`src/rtl/cmpbr_pkg.sv`:
```
package cmpbr_pkg;

  localparam logic [5:0] OPC_CMP_T  = 6'h20;
  localparam logic [5:0] OPC_CMPI_T = 6'h21;
  localparam logic [5:0] OPC_CMP_F  = 6'h22;
  localparam logic [5:0] OPC_CMPI_F = 6'h23;
  localparam logic [5:0] OPC_BITTST = 6'h31;

  typedef enum logic [2:0] {
    CC_NEVER = 3'd0,
    CC_EQ    = 3'd1,
    CC_SLT   = 3'd2,
    CC_SLE   = 3'd3,
    CC_ULT   = 3'd4,
    CC_ULE   = 3'd5,
    CC_RSV6  = 3'd6,
    CC_RSV7  = 3'd7
  } cmp_cc_e;

  localparam logic [2:0] BIT_IS_ONE  = 3'd2;
  localparam logic [2:0] BIT_IS_ZERO = 3'd6;

endpackage

```
`src/rtl/cmpbr_cond_eval.sv`:
```
module cmpbr_cond_eval #(
  parameter int DATA_W = 32
) (
  input  logic [DATA_W-1:0] lhs,
  input  logic [DATA_W-1:0] rhs,
  input  logic [2:0]        cc,
  input  logic              invert,
  output logic              hit
);
  import cmpbr_pkg::*;

  logic eq, ult, slt, rel;

  always_comb begin
    eq  = (lhs == rhs);
    ult = (lhs < rhs);
    slt = ($signed(lhs) < $signed(rhs));
    case (cmp_cc_e'(cc))
      CC_EQ:   rel = eq;
      CC_SLT:  rel = slt;
      CC_SLE:  rel = slt | eq;
      CC_ULT:  rel = ult;
      CC_ULE:  rel = ult | eq;
      default: rel = 1'b0;
    endcase
    hit = rel ^ invert;
  end
endmodule

```
`src/rtl/cmpbr_bit_test.sv`:
```
module cmpbr_bit_test #(
  parameter int DATA_W = 32,
  localparam int POS_W = $clog2(DATA_W)
) (
  input  logic [DATA_W-1:0] data,
  input  logic [POS_W-1:0]  pos,
  input  logic [2:0]        cc,
  output logic              hit
);
  import cmpbr_pkg::*;

  // Reverse the bit order so that position 0 selects the MSB.
  logic [DATA_W-1:0] msb_first;
  for (genvar i = 0; i < DATA_W; i++) begin : g_rev
    assign msb_first[i] = data[DATA_W-1-i];
  end

  logic sel;
  always_comb begin
    sel = msb_first[pos];
    if (cc == BIT_IS_ONE)       hit = sel;
    else if (cc == BIT_IS_ZERO) hit = ~sel;
    else                        hit = 1'b0;
  end
endmodule

```
`src/rtl/cmpbr_target.sv`:
```
module cmpbr_target #(
  parameter int ADDR_W   = 32,
  parameter int FLD_W    = 11,
  parameter int SLOT_OFS = 8,
  localparam int DISP_W  = FLD_W + 1
) (
  input  logic [ADDR_W-1:0] pc,
  input  logic              sign,
  input  logic [FLD_W-1:0]  fld,
  output logic [ADDR_W-1:0] target,
  output logic              backward
);
  logic [DISP_W-1:0] disp_words;
  logic [ADDR_W-1:0] disp_bytes;

  always_comb begin
    // field bit 0 carries the displacement bit just under the sign
    disp_words = {sign, fld[0], fld[FLD_W-1:1]};
    disp_bytes = {{(ADDR_W-DISP_W-2){sign}}, disp_words, 2'b00};
    target     = pc + ADDR_W'(SLOT_OFS) + disp_bytes;
    backward   = sign;
  end
endmodule

```
`src/rtl/cmpbr_resolve.sv`:
```
module cmpbr_resolve #(
  parameter int DATA_W   = 32,
  parameter int ADDR_W   = 32,
  parameter int IMM_W    = 5,
  parameter int FLD_W    = 11,
  parameter int SLOT_OFS = 8,
  localparam int POS_W   = $clog2(DATA_W)
) (
  input  logic              clk,
  input  logic              rst_n,
  input  logic              in_valid,
  input  logic [5:0]        br_op,
  input  logic [2:0]        br_cc,
  input  logic              cc_neg,
  input  logic              nul_req,
  input  logic [DATA_W-1:0] src_a,
  input  logic [DATA_W-1:0] src_b,
  input  logic [IMM_W-1:0]  imm_fld,
  input  logic [POS_W-1:0]  bit_pos,
  input  logic              disp_sign,
  input  logic [FLD_W-1:0]  disp_fld,
  input  logic [ADDR_W-1:0] pc,
  output logic              out_valid,
  output logic              br_taken,
  output logic [ADDR_W-1:0] br_target,
  output logic              slot_kill
);
  import cmpbr_pkg::*;

  logic              is_reg_cmp, is_imm_cmp, is_bit, is_false, is_branch;
  logic [DATA_W-1:0] imm_ext, lhs;
  logic              cmp_hit, bit_hit, backward;
  logic [ADDR_W-1:0] target_d;
  logic              taken_d, kill_d;

  // Immediate: sign kept in bit 0, magnitude bits above it.
  assign imm_ext = {{(DATA_W-IMM_W){imm_fld[0]}}, imm_fld[0], imm_fld[IMM_W-1:1]};

  always_comb begin
    is_reg_cmp = (br_op == OPC_CMP_T)  || (br_op == OPC_CMP_F);
    is_imm_cmp = (br_op == OPC_CMPI_T) || (br_op == OPC_CMPI_F);
    is_bit     = (br_op == OPC_BITTST);
    is_false   = (br_op == OPC_CMP_F)  || (br_op == OPC_CMPI_F);
    is_branch  = is_reg_cmp | is_imm_cmp | is_bit;
    lhs        = is_imm_cmp ? imm_ext : src_a;
  end

  cmpbr_cond_eval #(.DATA_W(DATA_W)) u_cond (
    .lhs    (lhs),
    .rhs    (src_b),
    .cc     (br_cc),
    .invert (cc_neg ^ is_false),
    .hit    (cmp_hit)
  );

  cmpbr_bit_test #(.DATA_W(DATA_W)) u_bit (
    .data (src_a),
    .pos  (bit_pos),
    .cc   (br_cc),
    .hit  (bit_hit)
  );

  cmpbr_target #(.ADDR_W(ADDR_W), .FLD_W(FLD_W), .SLOT_OFS(SLOT_OFS)) u_tgt (
    .pc       (pc),
    .sign     (disp_sign),
    .fld      (disp_fld),
    .target   (target_d),
    .backward (backward)
  );

  // Next-state: outcome and delay-slot squash.
  always_comb begin
    if (is_reg_cmp || is_imm_cmp) taken_d = cmp_hit;
    else if (is_bit)              taken_d = bit_hit;
    else                          taken_d = 1'b0;
    kill_d = is_branch & nul_req & (backward ? ~taken_d : taken_d);
  end

  // Registers with explicit load enable.
  always_ff @(posedge clk or negedge rst_n) begin
    if (!rst_n) begin
      out_valid <= 1'b0;
      br_taken  <= 1'b0;
      slot_kill <= 1'b0;
      br_target <= '0;
    end else begin
      out_valid <= in_valid;
      if (in_valid) begin
        br_taken  <= taken_d;
        slot_kill <= kill_d;
        br_target <= target_d;
      end
    end
  end
endmodule

```
`config.mk`:
```
export PLATFORM = sky130hd
export DESIGN_NAME = cmpbr_resolve
export DESIGN_NICKNAME = d
export VERILOG_FILES = /design/src/rtl/cmpbr_pkg.sv /design/src/rtl/cmpbr_cond_eval.sv /design/src/rtl/cmpbr_bit_test.sv /design/src/rtl/cmpbr_target.sv /design/src/rtl/cmpbr_resolve.sv
export SDC_FILE = /design/constraint.sdc
export NUM_CORES = 1
export LEC_CHECK = 0
export BUFFER_PORTS_ARGS = -buffer_cell sky130_fd_sc_hd__buf_2
export CORE_MARGIN = 3
export CORE_UTILIZATION = 30
export CTS_CLUSTER_DIAMETER = 40
export DETAILED_ROUTE_END_ITERATION = 10
export SYNTH_ARGS = -nofsm -noshare
export SYNTH_HDL_FRONTEND = slang
export SYNTH_SLANG_ARGS = --single-unit
```
`constraint.sdc`:
```
create_clock -name clk -period 1 [get_ports clk]
set_input_delay 0.25 -clock clk [delete_from_list [all_inputs] [get_ports clk]]
set_output_delay 0.25 -clock clk [all_outputs]
set_load 0.02 [all_outputs]
```
# After elaboration in Yosys (flattened, before gate mapping)
# Cells that the tools add are included.
# totals
in_bits,132
out_inout_bits,35
word_cells,44
reg_bits,35
# op_classes
eq_ne,12
n_mux,9
magnitude_cmp,3
reduce_logical,4
bitwise,10
addsub,2
# op_table
op,count
$lt 32x32->1,2
$add 32x32->32,1
$add 32x4->32 const B,1
$eq 32x32->1,1
$mux 32,1
$eq 6x6->1 const B,5
$eq 3x3->1 const B,3
$eq 3x2->1 const B,2
$lt 5x6->1 const B,1
$mux 1,6
$bmux 1 s5,1
$pmux 1 s5,1
$logic_or 1x1->1,4
$or 1x1->1,4
$eq 3x1->1 const B,1
$and 1x1->1,2
$not 1->1,2
$xor 1x1->1,2

# Longest topological paths before layout
# logic_depth
word_depth,11
ltp_mapped,16
ltp_nobuf,14

# Hierarchy
# A second synthesis with hierarchy kept.
# unflattened
cells_unflattened,565
area_unflattened_um2,5021.1
# modules_own_cells
mod,cells_per_inst,instances,area_each_um2,seq_area_each_um2
cmpbr_target,275,1,2090.8,0.0
cmpbr_resolve,125,1,1689.1,875.8
cmpbr_cond_eval,120,1,888.4,0.0
cmpbr_bit_test,45,1,352.8,0.0

# Worst setup path after synthesis
# No wires, ideal clock.
# synth_path
kind,input port to flip-flop
start,in br_op[3]
end,reg slot_kill
n_path_buf,2
t_required_ns,0.872
setup_ns,0.128
cell_stages,15
arrival_time_ns,3.055
path_slack_ns,-2.182
path_cell_list,nor2_1 nand2_1 nor2_1 and3_1 clkbuf_1 clkbuf_1 a21o_1 ha_1 nand4_1 nor4_1 o311a_1 nor3_1 nor4_1 nor3_1 nand3b_1
# synth_via
elab_chain_cells,11
word_cells_on_any_way,26
cone_classes,order compare (2); eq/ne (6); mux (5); bitwise (9); reduce/logical (4)
# synth_lines
element,line,rtl
from (decl),cmpbr_resolve.sv:12,"input logic [5:0] br_op,"
$eq 6x6->1 (on tied branches),"cmpbr_resolve.sv:41, cmpbr_resolve.sv:43",
$logic_or 1x1->1,cmpbr_resolve.sv:41,is_imm_cmp = (br_op == OPC_CMPI_T) || (br_op == OPC_CMPI_F);
$mux 32,cmpbr_resolve.sv:45,lhs = is_imm_cmp ? imm_ext : src_a;
$lt 32x32->1 (tied with other cells),cmpbr_cond_eval.sv:16,ult = (lhs < rhs);
$or 1x1->1 (on tied branches),"cmpbr_cond_eval.sv:23, cmpbr_cond_eval.sv:21",
$pmux 1 s5,cmpbr_cond_eval.sv:18,case (cmp_cc_e'(cc))
$xor 1x1->1,cmpbr_cond_eval.sv:26,hit = rel ^ invert;
$mux 1,cmpbr_resolve.sv:73,if (is_reg_cmp || is_imm_cmp) taken_d = cmp_hit;
$not 1->1,cmpbr_resolve.sv:76,kill_d = is_branch & nul_req & (backward ? ~taken_d : taken_d);
$mux 1,cmpbr_resolve.sv:76,
$and 1x1->1 *,cmpbr_resolve.sv:76,
to (signal assigned),cmpbr_resolve.sv:90,slot_kill <= kill_d;
to (decl),cmpbr_resolve.sv:26,output logic slot_kill
# Mark *: on every way between the ends. The rest lies on a longest branch, timed or not.
# A chain may end at the register's enable or synchronous reset.

# Worst setup path in the final report
# Ends and elaborated chain as after synthesis.

==> flow_summary.ini <==
[pwr]
combPwrFrac_pct = 60.6
p_leak_nw = 4.11
clockPowerShare_pct = 17.9
p_sw_mw = 3.44
swShare_pct = 36.4
seq_power_share_pct = 21.5
pwr_density_cell_mw_per_mm2 = 1130
irDropWorstVdd_uv = 1120
internal-power_mw = 6.01

[synthesis]
synth.cells.most_frequent = ha_1, inv_1, a21oi_1, a21o_1, dfrtp_1
synth_top_family_by_area = adder cells
async_reset_ff_share_pct = 100
synth_compound_gate_area_share_pct = 22.7
ys_ff_latch = 35
synth_warnings = 0
syn_avg_cell_area_um2 = 8.89
synthMuxAreaShare_pct = 10.7
synth_cell_types = 54
synth_fa_ha_area_share_pct = 25.3
yosysTopAreaCellShare_pct = 24.8
synth_ff_type = dfrtp_1
yosys.area_share.xor_xnor_pct = 4.49
synth_area_mm2 = 0.00449
synth.largest_area_cell = ha_1
synth_area_leaders = ha_1, dfrtp_1, a21o_1
synth-edff-count = 0
synthSimpleGateAreaFrac_pct = 11.8
synth.net_count = 727
yosysSeqAreaShare_pct = 19.5
synthCells = 505
synth_most_common_cell = ha_1

[grt]
grt_usage_pct = 19.2
antenna_found_initial = 0
grt_pass1_wl_um = 26000
grt_overflow = 0
grt_max_degree = 36
grt_pass1_vias = 5392

[sta]
setup_viol = 65
slew_headroom_pct = 75.7
rsz0062_at_grt = true
worstMarginPinSlew_ps = 363
tns_ps = -37430
skew_ps = 0
finalCritPeriodShare_pct = 287
post-route-min-period_ps = 2870
postLayoutSetupSlackWorst_ps = -1870
fmax_ghz = 0.348
maxSlewViolCount = 0
finalHoldViolCount = 0

[worst_setup_path]
cpLargestDelayFamily = simple AND/OR/NAND/NOR gates
worstPathMaxFanout = 13
critPathArrivalTime_ps = 3030
critPathRequiredTime_ps = 1160
startpoint_type = primary input
worstSetupPathType = primary input to register
timing.rr.start = br_target[11]
slowest_delay_ps = 380
startpoint = br_op[3]
crit_chain = buf_6 > nor2_4 > nand2_2 > nor2_4 > nand2_4 > buf_6 > buf_4 > a21o_1 > ha_1 > a21o_1 > nand3_1 > a21oi_1 > o31a_1 > nor4_4 > o311a_4 > nor3_2 > nand3b_1
cpMaxStageDelayCell = nor4_4
worst-path-buf-inv = 3
cp-end-kind = register

[place]
io_buffers = 166
dpl.hpwl_um = 12500
dpl_cell_area_mm2 = 0.00707
dp_slack_ps = -2260
gp_congestion = 0.862

[cells_and_area]
finalInstanceArea_mm2 = 0.00834
area_delta_synth_final_pct = 85.7
register_area_um2 = 876
antenna_cells = 0
drive_above_1_share_pct = 59.3
fillers = 1213
post-route-util_pct = 57.1
multiInputGateArea_mm2 = 0.00450
layout.nets = 1036

[route]
wire_per_inst_um = 16.1
routed_wl_um = 16100
vias = 5071
drc = 0
vias_per_cell = 5.08
ant_nets = 0
dr.pass1.iters = 4
initialDrtViolationCount = 235

[min_path]
hold_path_class = primary input to register
worstHoldStart = pc[1]

[floorplan]
die_x_um = 128
pin_count = 167
die-area_mm2 = 0.0165
coreArea_mm2 = 0.0146
initial_utilization_pct = 30.8
die_height_um = 128
row_count = 44

[clocking]
cts_tree = done
htreeDepth = 2
clock_latency_ps = 280
cts.path.max_buffers = 2
path_clk_slew_ps = 60
ctsRootBufferMaster = clkbuf_16
clkSinkCount = 35
cts-buffers-inserted = 5

[outcome]
violations = setup timing
outcome = finished, violations left

[job]
drv_cap = 0
[placed cells by master (no fill, tap or decap), drive strengths merged, types with 17 or more instances in the layout]
master,n
a21o,40
a21oi,41
buf,314
dfrtp,35
ha,89
inv,50
mux2,21
nand2,29
nor2,17
o21ai,25
[power by group through the flow]
| stage | Combinational (mW) | Clock (mW) | Sequential, mW |
|---|---|---|---|
| CTS | 5.49 | 1.75 | 2.03 |
| global route | 6.19 | 1.78 | 2.08 |
| finish | 5.72 | 1.69 | 2.04 |
| floorplan | 2.25 | 0 | 2.38 |
| detailed placement | 4.47 | 0 | 1.96 |
| global placement | 4.40 | 0 | 1.96 |
[metrics by stage]
stage	cells	hold slack, ps	power (mW)
floorplan	505	-45.6	4.63
global placement	958	235	6.35
detailed placement	958	238	6.43
CTS	995	192	9.27
global route	999	207	10.0
finish	999	204	9.45
[cell type report]
| type | count | area share (%) |
|---|---|---|
| Timing Repair Buffer | 315 | 28.2 |
| Inverter | 51 | 2.60 |
| Multi-Input combinational cell | 406 | 54.0 |
| Clock buffer | 8 | 1.88 |
| Tap cell | 184 | 2.76 |
| Sequential cell | 35 | 10.5 |
[sequential cells by signal, summed over array words and instances (netlist names)]
register and cells:
br_target 32, slot_kill 1, out_valid 1, br_taken 1
[worst paths after layout]
kind | end | slack, ps | depth (start not counted)
worst max-delay path | slot_kill | -1870 | 17
worst min-delay path | br_target[1] | 200 | 2
worst max register to register | br_target[11] | 90 | 2
worst min register to register | br_target[6] | 520 | 1
max in group asynchronous | br_target[14] | 340 | 3
min in group asynchronous | br_target[19] | 450 | 3
[cell families (layout without fill, tap and decap cells)]
kind of cell | after synthesis | after routing
DFF | 35 | 35
muxes | 33 | 33
xor gates and xnor gates | 23 | 23
adders and majority gates | 90 | 90
and+or+nand+nor | 106 | 107
buffers and inverters | 65 | 374
AOI/OAI and AO/OA | 153 | 153
[repair_timing]
item                                    CTS  global route
setup buffers                            29            10
hold buffers                              1             0
pin swaps                                54            44
cloned                                    2             0
endpoints found under the setup margin   65            65
gates resized for setup                 152            41
endpoints found under the hold margin    35             0
[layer usage]
metal	global-route usage (%)	share of wire (%)	routed length, um
met5	0	0	0
met3	3.08	5.7	916
met1	24.2	43	6880
met2	34.8	51	8140
met4	3.31	0.97	156
Note: power is estimated with default switching activity, not from simulation.
